### src/rtl/blkcopy_pkg.sv
package blkcopy_pkg;

  typedef enum logic [1:0] {
    CP_IDLE  = 2'd0,
    CP_READ  = 2'd1,
    CP_WRITE = 2'd2,
    CP_PARK  = 2'd3
  } cp_state_e;

endpackage

### src/rtl/blkcopy_ctx.sv
// Live copy context: next addresses, remaining count and the word in flight.
module blkcopy_ctx #(
  parameter int ADDR_W = 16,
  parameter int CNT_W  = 8,
  parameter int DATA_W = 32
) (
  input  logic              clk,
  input  logic              rst_n,
  input  logic              load_en,
  input  logic [ADDR_W-1:0] load_src,
  input  logic [ADDR_W-1:0] load_dst,
  input  logic [CNT_W-1:0]  load_cnt,
  input  logic              cap_en,
  input  logic [DATA_W-1:0] cap_data,
  input  logic              step_en,
  output logic [ADDR_W-1:0] cur_src,
  output logic [ADDR_W-1:0] cur_dst,
  output logic [CNT_W-1:0]  cur_cnt,
  output logic [DATA_W-1:0] cur_data,
  output logic              last_word
);

  logic [ADDR_W-1:0] src_d, dst_d;
  logic [CNT_W-1:0]  cnt_d;
  logic              pos_en;

  always_comb begin
    pos_en = load_en | step_en;
    if (load_en) begin
      src_d = load_src;
      dst_d = load_dst;
      cnt_d = load_cnt;
    end else begin
      src_d = cur_src + ADDR_W'(1);
      dst_d = cur_dst + ADDR_W'(1);
      cnt_d = cur_cnt - CNT_W'(1);
    end
  end

  always_ff @(posedge clk or negedge rst_n) begin
    if (!rst_n) begin
      cur_src <= '0;
      cur_dst <= '0;
      cur_cnt <= '0;
    end else if (pos_en) begin
      cur_src <= src_d;
      cur_dst <= dst_d;
      cur_cnt <= cnt_d;
    end
  end

  always_ff @(posedge clk or negedge rst_n) begin
    if (!rst_n)      cur_data <= '0;
    else if (cap_en) cur_data <= cap_data;
  end

  assign last_word = (cur_cnt == CNT_W'(1));

endmodule

### src/rtl/blkcopy_slot.sv
// Single save slot for one parked copy.
module blkcopy_slot #(
  parameter int ADDR_W = 16,
  parameter int CNT_W  = 8
) (
  input  logic              clk,
  input  logic              rst_n,
  input  logic              wr_en,
  input  logic              clr_en,
  input  logic [ADDR_W-1:0] in_src,
  input  logic [ADDR_W-1:0] in_dst,
  input  logic [CNT_W-1:0]  in_cnt,
  output logic              valid,
  output logic [ADDR_W-1:0] out_src,
  output logic [ADDR_W-1:0] out_dst,
  output logic [CNT_W-1:0]  out_cnt
);

  logic valid_d;

  always_comb begin
    valid_d = valid;
    if (wr_en)       valid_d = 1'b1;
    else if (clr_en) valid_d = 1'b0;
  end

  always_ff @(posedge clk or negedge rst_n) begin
    if (!rst_n) valid <= 1'b0;
    else        valid <= valid_d;
  end

  always_ff @(posedge clk or negedge rst_n) begin
    if (!rst_n) begin
      out_src <= '0;
      out_dst <= '0;
      out_cnt <= '0;
    end else if (wr_en) begin
      out_src <= in_src;
      out_dst <= in_dst;
      out_cnt <= in_cnt;
    end
  end

endmodule

### src/rtl/blkcopy_engine.sv
module blkcopy_engine
  import blkcopy_pkg::*;
#(
  parameter int ADDR_W = 16,
  parameter int CNT_W  = 8,
  parameter int DATA_W = 32
) (
  input  logic              clk,
  input  logic              rst_n,
  input  logic              start_i,
  input  logic [ADDR_W-1:0] src_base_i,
  input  logic [ADDR_W-1:0] dst_base_i,
  input  logic [CNT_W-1:0]  word_cnt_i,
  input  logic              irq_i,
  input  logic              resume_i,
  output logic              mem_req_o,
  output logic              mem_we_o,
  output logic [ADDR_W-1:0] mem_addr_o,
  output logic [DATA_W-1:0] mem_wdata_o,
  input  logic              mem_ack_i,
  input  logic [DATA_W-1:0] mem_rdata_i,
  output logic              busy_o,
  output logic              done_o,
  output logic              int_ack_o,
  output logic              save_valid_o,
  output logic [ADDR_W-1:0] saved_src_o,
  output logic [ADDR_W-1:0] saved_dst_o,
  output logic [CNT_W-1:0]  saved_cnt_o
);

  cp_state_e         state_q, state_d;
  logic              irq_pend_q, irq_pend_d;
  logic              done_d, ack_d;
  logic              load_en, from_slot, cap_en, step_en, slot_wr, slot_clr;
  logic [ADDR_W-1:0] cur_src, cur_dst, ld_src, ld_dst;
  logic [CNT_W-1:0]  cur_cnt, ld_cnt;
  logic [DATA_W-1:0] cur_data;
  logic              last_word, in_copy;

  assign ld_src = from_slot ? saved_src_o : src_base_i;
  assign ld_dst = from_slot ? saved_dst_o : dst_base_i;
  assign ld_cnt = from_slot ? saved_cnt_o : word_cnt_i;

  blkcopy_ctx #(.ADDR_W(ADDR_W), .CNT_W(CNT_W), .DATA_W(DATA_W)) u_ctx (
    .clk       (clk),
    .rst_n     (rst_n),
    .load_en   (load_en),
    .load_src  (ld_src),
    .load_dst  (ld_dst),
    .load_cnt  (ld_cnt),
    .cap_en    (cap_en),
    .cap_data  (mem_rdata_i),
    .step_en   (step_en),
    .cur_src   (cur_src),
    .cur_dst   (cur_dst),
    .cur_cnt   (cur_cnt),
    .cur_data  (cur_data),
    .last_word (last_word)
  );

  blkcopy_slot #(.ADDR_W(ADDR_W), .CNT_W(CNT_W)) u_slot (
    .clk     (clk),
    .rst_n   (rst_n),
    .wr_en   (slot_wr),
    .clr_en  (slot_clr),
    .in_src  (cur_src),
    .in_dst  (cur_dst),
    .in_cnt  (cur_cnt),
    .valid   (save_valid_o),
    .out_src (saved_src_o),
    .out_dst (saved_dst_o),
    .out_cnt (saved_cnt_o)
  );

  assign in_copy = (state_q == CP_READ) || (state_q == CP_WRITE);

  // Next-state and control decode
  always_comb begin
    state_d   = state_q;
    load_en   = 1'b0;
    from_slot = 1'b0;
    cap_en    = 1'b0;
    step_en   = 1'b0;
    slot_wr   = 1'b0;
    slot_clr  = 1'b0;
    done_d    = 1'b0;
    unique case (state_q)
      CP_IDLE: begin
        if (start_i) begin
          if (word_cnt_i == '0) begin
            done_d = 1'b1;
          end else begin
            load_en = 1'b1;
            state_d = CP_READ;
          end
        end else if (resume_i && save_valid_o) begin
          load_en   = 1'b1;
          from_slot = 1'b1;
          slot_clr  = 1'b1;
          state_d   = CP_READ;
        end
      end
      CP_READ: begin
        if (mem_ack_i) begin
          cap_en  = 1'b1;
          state_d = CP_WRITE;
        end
      end
      CP_WRITE: begin
        if (mem_ack_i) begin
          step_en = 1'b1;
          if (last_word) begin
            done_d  = 1'b1;
            state_d = CP_IDLE;
          end else if (irq_pend_q || irq_i) begin
            state_d = CP_PARK;
          end else begin
            state_d = CP_READ;
          end
        end
      end
      CP_PARK: begin
        slot_wr = 1'b1;
        state_d = CP_IDLE;
      end
      default: state_d = CP_IDLE;
    endcase
  end

  // An interrupt is held until the word in flight has been written
  always_comb begin
    irq_pend_d = 1'b0;
    if (in_copy) begin
      irq_pend_d = irq_pend_q | irq_i;
      if ((state_q == CP_WRITE) && mem_ack_i) irq_pend_d = 1'b0;
    end
  end

  assign ack_d = (state_q == CP_PARK);

  always_ff @(posedge clk or negedge rst_n) begin
    if (!rst_n) begin
      state_q    <= CP_IDLE;
      irq_pend_q <= 1'b0;
      done_o     <= 1'b0;
      int_ack_o  <= 1'b0;
    end else begin
      state_q    <= state_d;
      irq_pend_q <= irq_pend_d;
      done_o     <= done_d;
      int_ack_o  <= ack_d;
    end
  end

  assign mem_req_o   = in_copy;
  assign mem_we_o    = (state_q == CP_WRITE);
  assign mem_addr_o  = (state_q == CP_WRITE) ? cur_dst : cur_src;
  assign mem_wdata_o = cur_data;
  assign busy_o      = (state_q != CP_IDLE);

endmodule

### config.mk
export PLATFORM = sky130hd
export DESIGN_NAME = blkcopy_engine
export DESIGN_NICKNAME = d
export VERILOG_FILES = /design/src/rtl/blkcopy_pkg.sv /design/src/rtl/blkcopy_ctx.sv /design/src/rtl/blkcopy_slot.sv /design/src/rtl/blkcopy_engine.sv
export SDC_FILE = /design/constraint.sdc
export NUM_CORES = 1
export LEC_CHECK = 0
export BUFFER_PORTS_ARGS = -buffer_cell sky130_fd_sc_hd__buf_2
export CAP_MARGIN = 20
export CORE_ASPECT_RATIO = 1.1
export CORE_UTILIZATION = 30
export CTS_CLUSTER_DIAMETER = 120
export CTS_CLUSTER_SIZE = 10
export DETAILED_ROUTE_END_ITERATION = 7
export PLACE_DENSITY_LB_ADDON = 0.12
export SYNTH_ARGS = -nofsm -noshare
export SYNTH_HDL_FRONTEND = slang
export SYNTH_SLANG_ARGS = --single-unit
### constraint.sdc
create_clock -name clk -period 2.3 [get_ports clk]
set_input_delay 0.115 -clock clk [delete_from_list [all_inputs] [get_ports clk]]
set_output_delay 0.115 -clock clk [all_outputs]
set_load 0.01 [all_outputs]
==> run_results.csv <==
group,metric,value,unit
global_route,grt_usage,0.177,
min_path,hold_path_class,"input port to flip-flop",
clock_tree,cts_tree,"yes",
min_path,hold_depth,3,
floorplan,num_rows,53,
sta,period_needed,2120,ps
sta,tightest_slew,456,ps
floorplan,ios,172,
floorplan,coreArea,0.0193,mm2
drt,viasPerCell,4.83,
synthesis,synth_top_area_share,0.495,
clock_tree,cts_max_level,4,
sta,worst_slack,176,ps
drt,wl_per_cell,16.8,um
clock_tree,cts_resized,0,
cells_and_area,synthToLayoutAreaGrowth,36.7,%
run,cap_violations,0,
synthesis,ys_seq_area_frac,0.495,
synthesis,yosysWarnings,0,
drt,drt_wl_total,17.2,mm
sta,period_share,0.924,
floorplan,fp.dieArea,0.0205,mm2
synthesis,synthTopCellsByCount,"dfrtp_1 (118), nand2_1 (95), mux2_2 (85)",
floorplan,die_w,136,um
drt,ant_nets,0,
drt,drc,0,
global_route,grt-ovfl-total,0,
global_route,antenna_found_initial,1,
pwr,finalPower,11.9,mW
drt,initialDrtViolationCount,244,
worst_setup_path,r2r_cells,7,
worst_setup_path,endpoint_kind,"flip-flop",
worst_setup_path,crit_chain,"inv_1, ha_1, buf_4, and4_1, nand4_1, o31a_1, o31a_1",
cells_and_area,antenna_cells,0,
placed_design,io_buffers,171,
synthesis,synth_seq_cells,118,
clock_tree,clk_latency,410,ps
sta,grt_setup_unrepaired,"false",
cells_and_area,drive_above_1_share,0.425,
synthesis,synth_area_per_cell,10.8,um2
worst_setup_path,worstPathArrival,2420,ps
drt,vias,4944,
synthesis,ys.flop_type,"dfrtp_1",
floorplan,die_y,150,um
sta,maxSlewHeadroom,0.693,
synthesis,synth_area_leaders,"dfrtp_1 (49%), mux2_2 (16%), nand2_1 (6.0%)",
clock_tree,cts_buffers,17,
placed_design,dp_hpwl,12.2,mm
synthesis,async_flop_share,1.00,
worst_setup_path,critPathKind,"flip-flop to flip-flop",
global_route,grt_pass1_vias,5119,
worst_setup_path,path_max_fanout,30,
global_route,grt_max_degree,74,
synthesis,synth-edff-count,0,
sta,fmax,471,MHz
sta,maxSlewViolCount,0,
drt,drtPass1Iterations,4,
pwr,p_leak,3.68,nW
cells_and_area,nNetsFinal,851,
worst_setup_path,crit_path_start_kind,"flip-flop",
worst_setup_path,cp.required,2600,ps
pwr,pwr_density_cell,1460,mW/mm2
placed_design,gp_congestion,0.815,
global_route,grt_first_pass_wirelength,27.5,mm
synthesis,synth_cell_type_count,43,
synthesis,yosys.area.top_type,"dfrtp_1",
worst_setup_path,crit_path_max_incr_delay,410,ps
sta,finClkSkew,3.54,ps
synthesis,synth_fp_nets,639,
synthesis,syn_inst,553,
clock_tree,path_clk_slew,50,ps
synthesis,synthesis.area,0.00597,mm2
min_path,holdCritStartpoint,"irq_i",
clock_tree,cts_hold_buffers,39,
clock_tree,cts_root_buffer,"clkbuf_16",
clock_tree,cts_buffer_depth,2,
sta,tns,0,ps
pwr,peakVddDrop,0.000645,V
worst_setup_path,startpoint,"state_q[0]",
floorplan,start_util,0.309,
worst_setup_path,slowest_stage,"dfrtp_1",
sta,finalHoldViolations,0,
placed_design,pre_cts_ws,178,ps
synthesis,yosysMostFrequentCell,"dfrtp_1",
sta,setup-violations-final,0,
clock_tree,clkSinkCount,118,
outcome,status,"finished clean",
clock_tree,cts_setup_buffers,0,
worst_setup_path,cp_common_cell,"o31a_1",
worst_setup_path,timing.rr.start,"state_q[0]",
[cells in the final DEF, fill, tap and decap left out, drive strengths merged, types with 2 or more instances in the layout]
master and n:
buf 188, dfrtp 118, nand2 95, mux2 85, dlygate4sd3 39, and3 34, a21oi 28, xnor2 25
clkbuf 20, nand3 14, nor2 13, inv 12, a31oi 12, nand4 11, nor4 10, nor3 8
ha 8, xor2 7, clkinv 7, o21ai 5, or3 5, bufinv 4, or4 4, or2 3
o31ai 3, and4 3, a21o 2, o31a 2
[through the flow]
stage | area (um2) | hold WS [ps] | utilization | std cells
floorplan | 5970 | -181 | - | 553
global placement | 7160 | -22.2 | 0.371 | 954
detailed placement | 7160 | -22.0 | 0.371 | 954
CTS | 8160 | 42.7 | 0.423 | 1024
global route | 8160 | 66.2 | 0.423 | 1024
finish | 8160 | 62.6 | 0.423 | 1024
[final timing paths]
kind	slack (ps)	to
min in group asynchronous	110	u_slot.out_cnt[5]
min reg2reg	500	u_ctx.cur_data[16]
min	60	irq_pend_q
max reg2reg	180	u_ctx.cur_src[15]
max in group asynchronous	1510	u_ctx.cur_data[8]
max	180	u_ctx.cur_src[15]
[state kept, by name, indices dropped and copies added (netlist names)]
signal / count
u_ctx.cur_dst: 16
u_slot.out_cnt: 8
u_slot.valid: 1
irq_pend_q: 1
state_q: 2
u_ctx.cur_cnt: 8
u_ctx.cur_src: 16
u_slot.out_dst: 16
u_slot.out_src: 16
u_ctx.cur_data: 32
int_ack_o: 1
done_o: 1
[report_power, final]
| group | total, mW | switching [mW] | internal, mW | leakage (nW) |
|---|---|---|---|---|
| combinational | 4.95 | 2.49 | 2.46 | 2.02 |
| sequential | 4.17 | 1.03 | 3.14 | 1.34 |
| clock | 2.78 | 0.933 | 1.85 | 0.309 |
[area by class of cell]
class / instances / area (um2)
fillers: 1870 / 11100
flip-flops and latches: 118 / 2950
multi-input cells: 389 / 2790
repair buffers: 227 / 1450
clock buffers: 20 / 457
well taps: 247 / 309
clock inverters: 11 / 155
inverters: 12 / 45.0
[critical path, delay by kind of cell, from the launching register on]
kind | cells | cell delay, ps
fa+ha+maj | 1 | 190
flops | 1 | 410
simple gates | 2 | 440
compound gates | 2 | 530
buf+inv | 2 | 440
[logic make-up (layout without fill, tap and decap cells)]
kind of cell,after synthesis,after routing,synth area share
adders and majority gates,8,8,0.0168
buffers and inverters,46,270,0.0382
muxes,85,85,0.160
DFF,118,118,0.495
and+or+nand+nor,205,205,0.170
xor gates and xnor gates,32,32,0.0470
AOI/OAI and AO/OA,59,59,0.0726
[per-layer routing]
layer / share of wire / global-route usage / vias to the layer above / routed length [um]
li1: - / - / 2375 / -
met3: 0.065 / 0.0566 / 15 / 1130
met5: 0.00075 / 0 / - / 13
met2: 0.48 / 0.290 / 149 / 8330
met1: 0.44 / 0.220 / 2403 / 7530
met4: 0.013 / 0.0561 / 2 / 229
(Power assumes the default switching activity.)
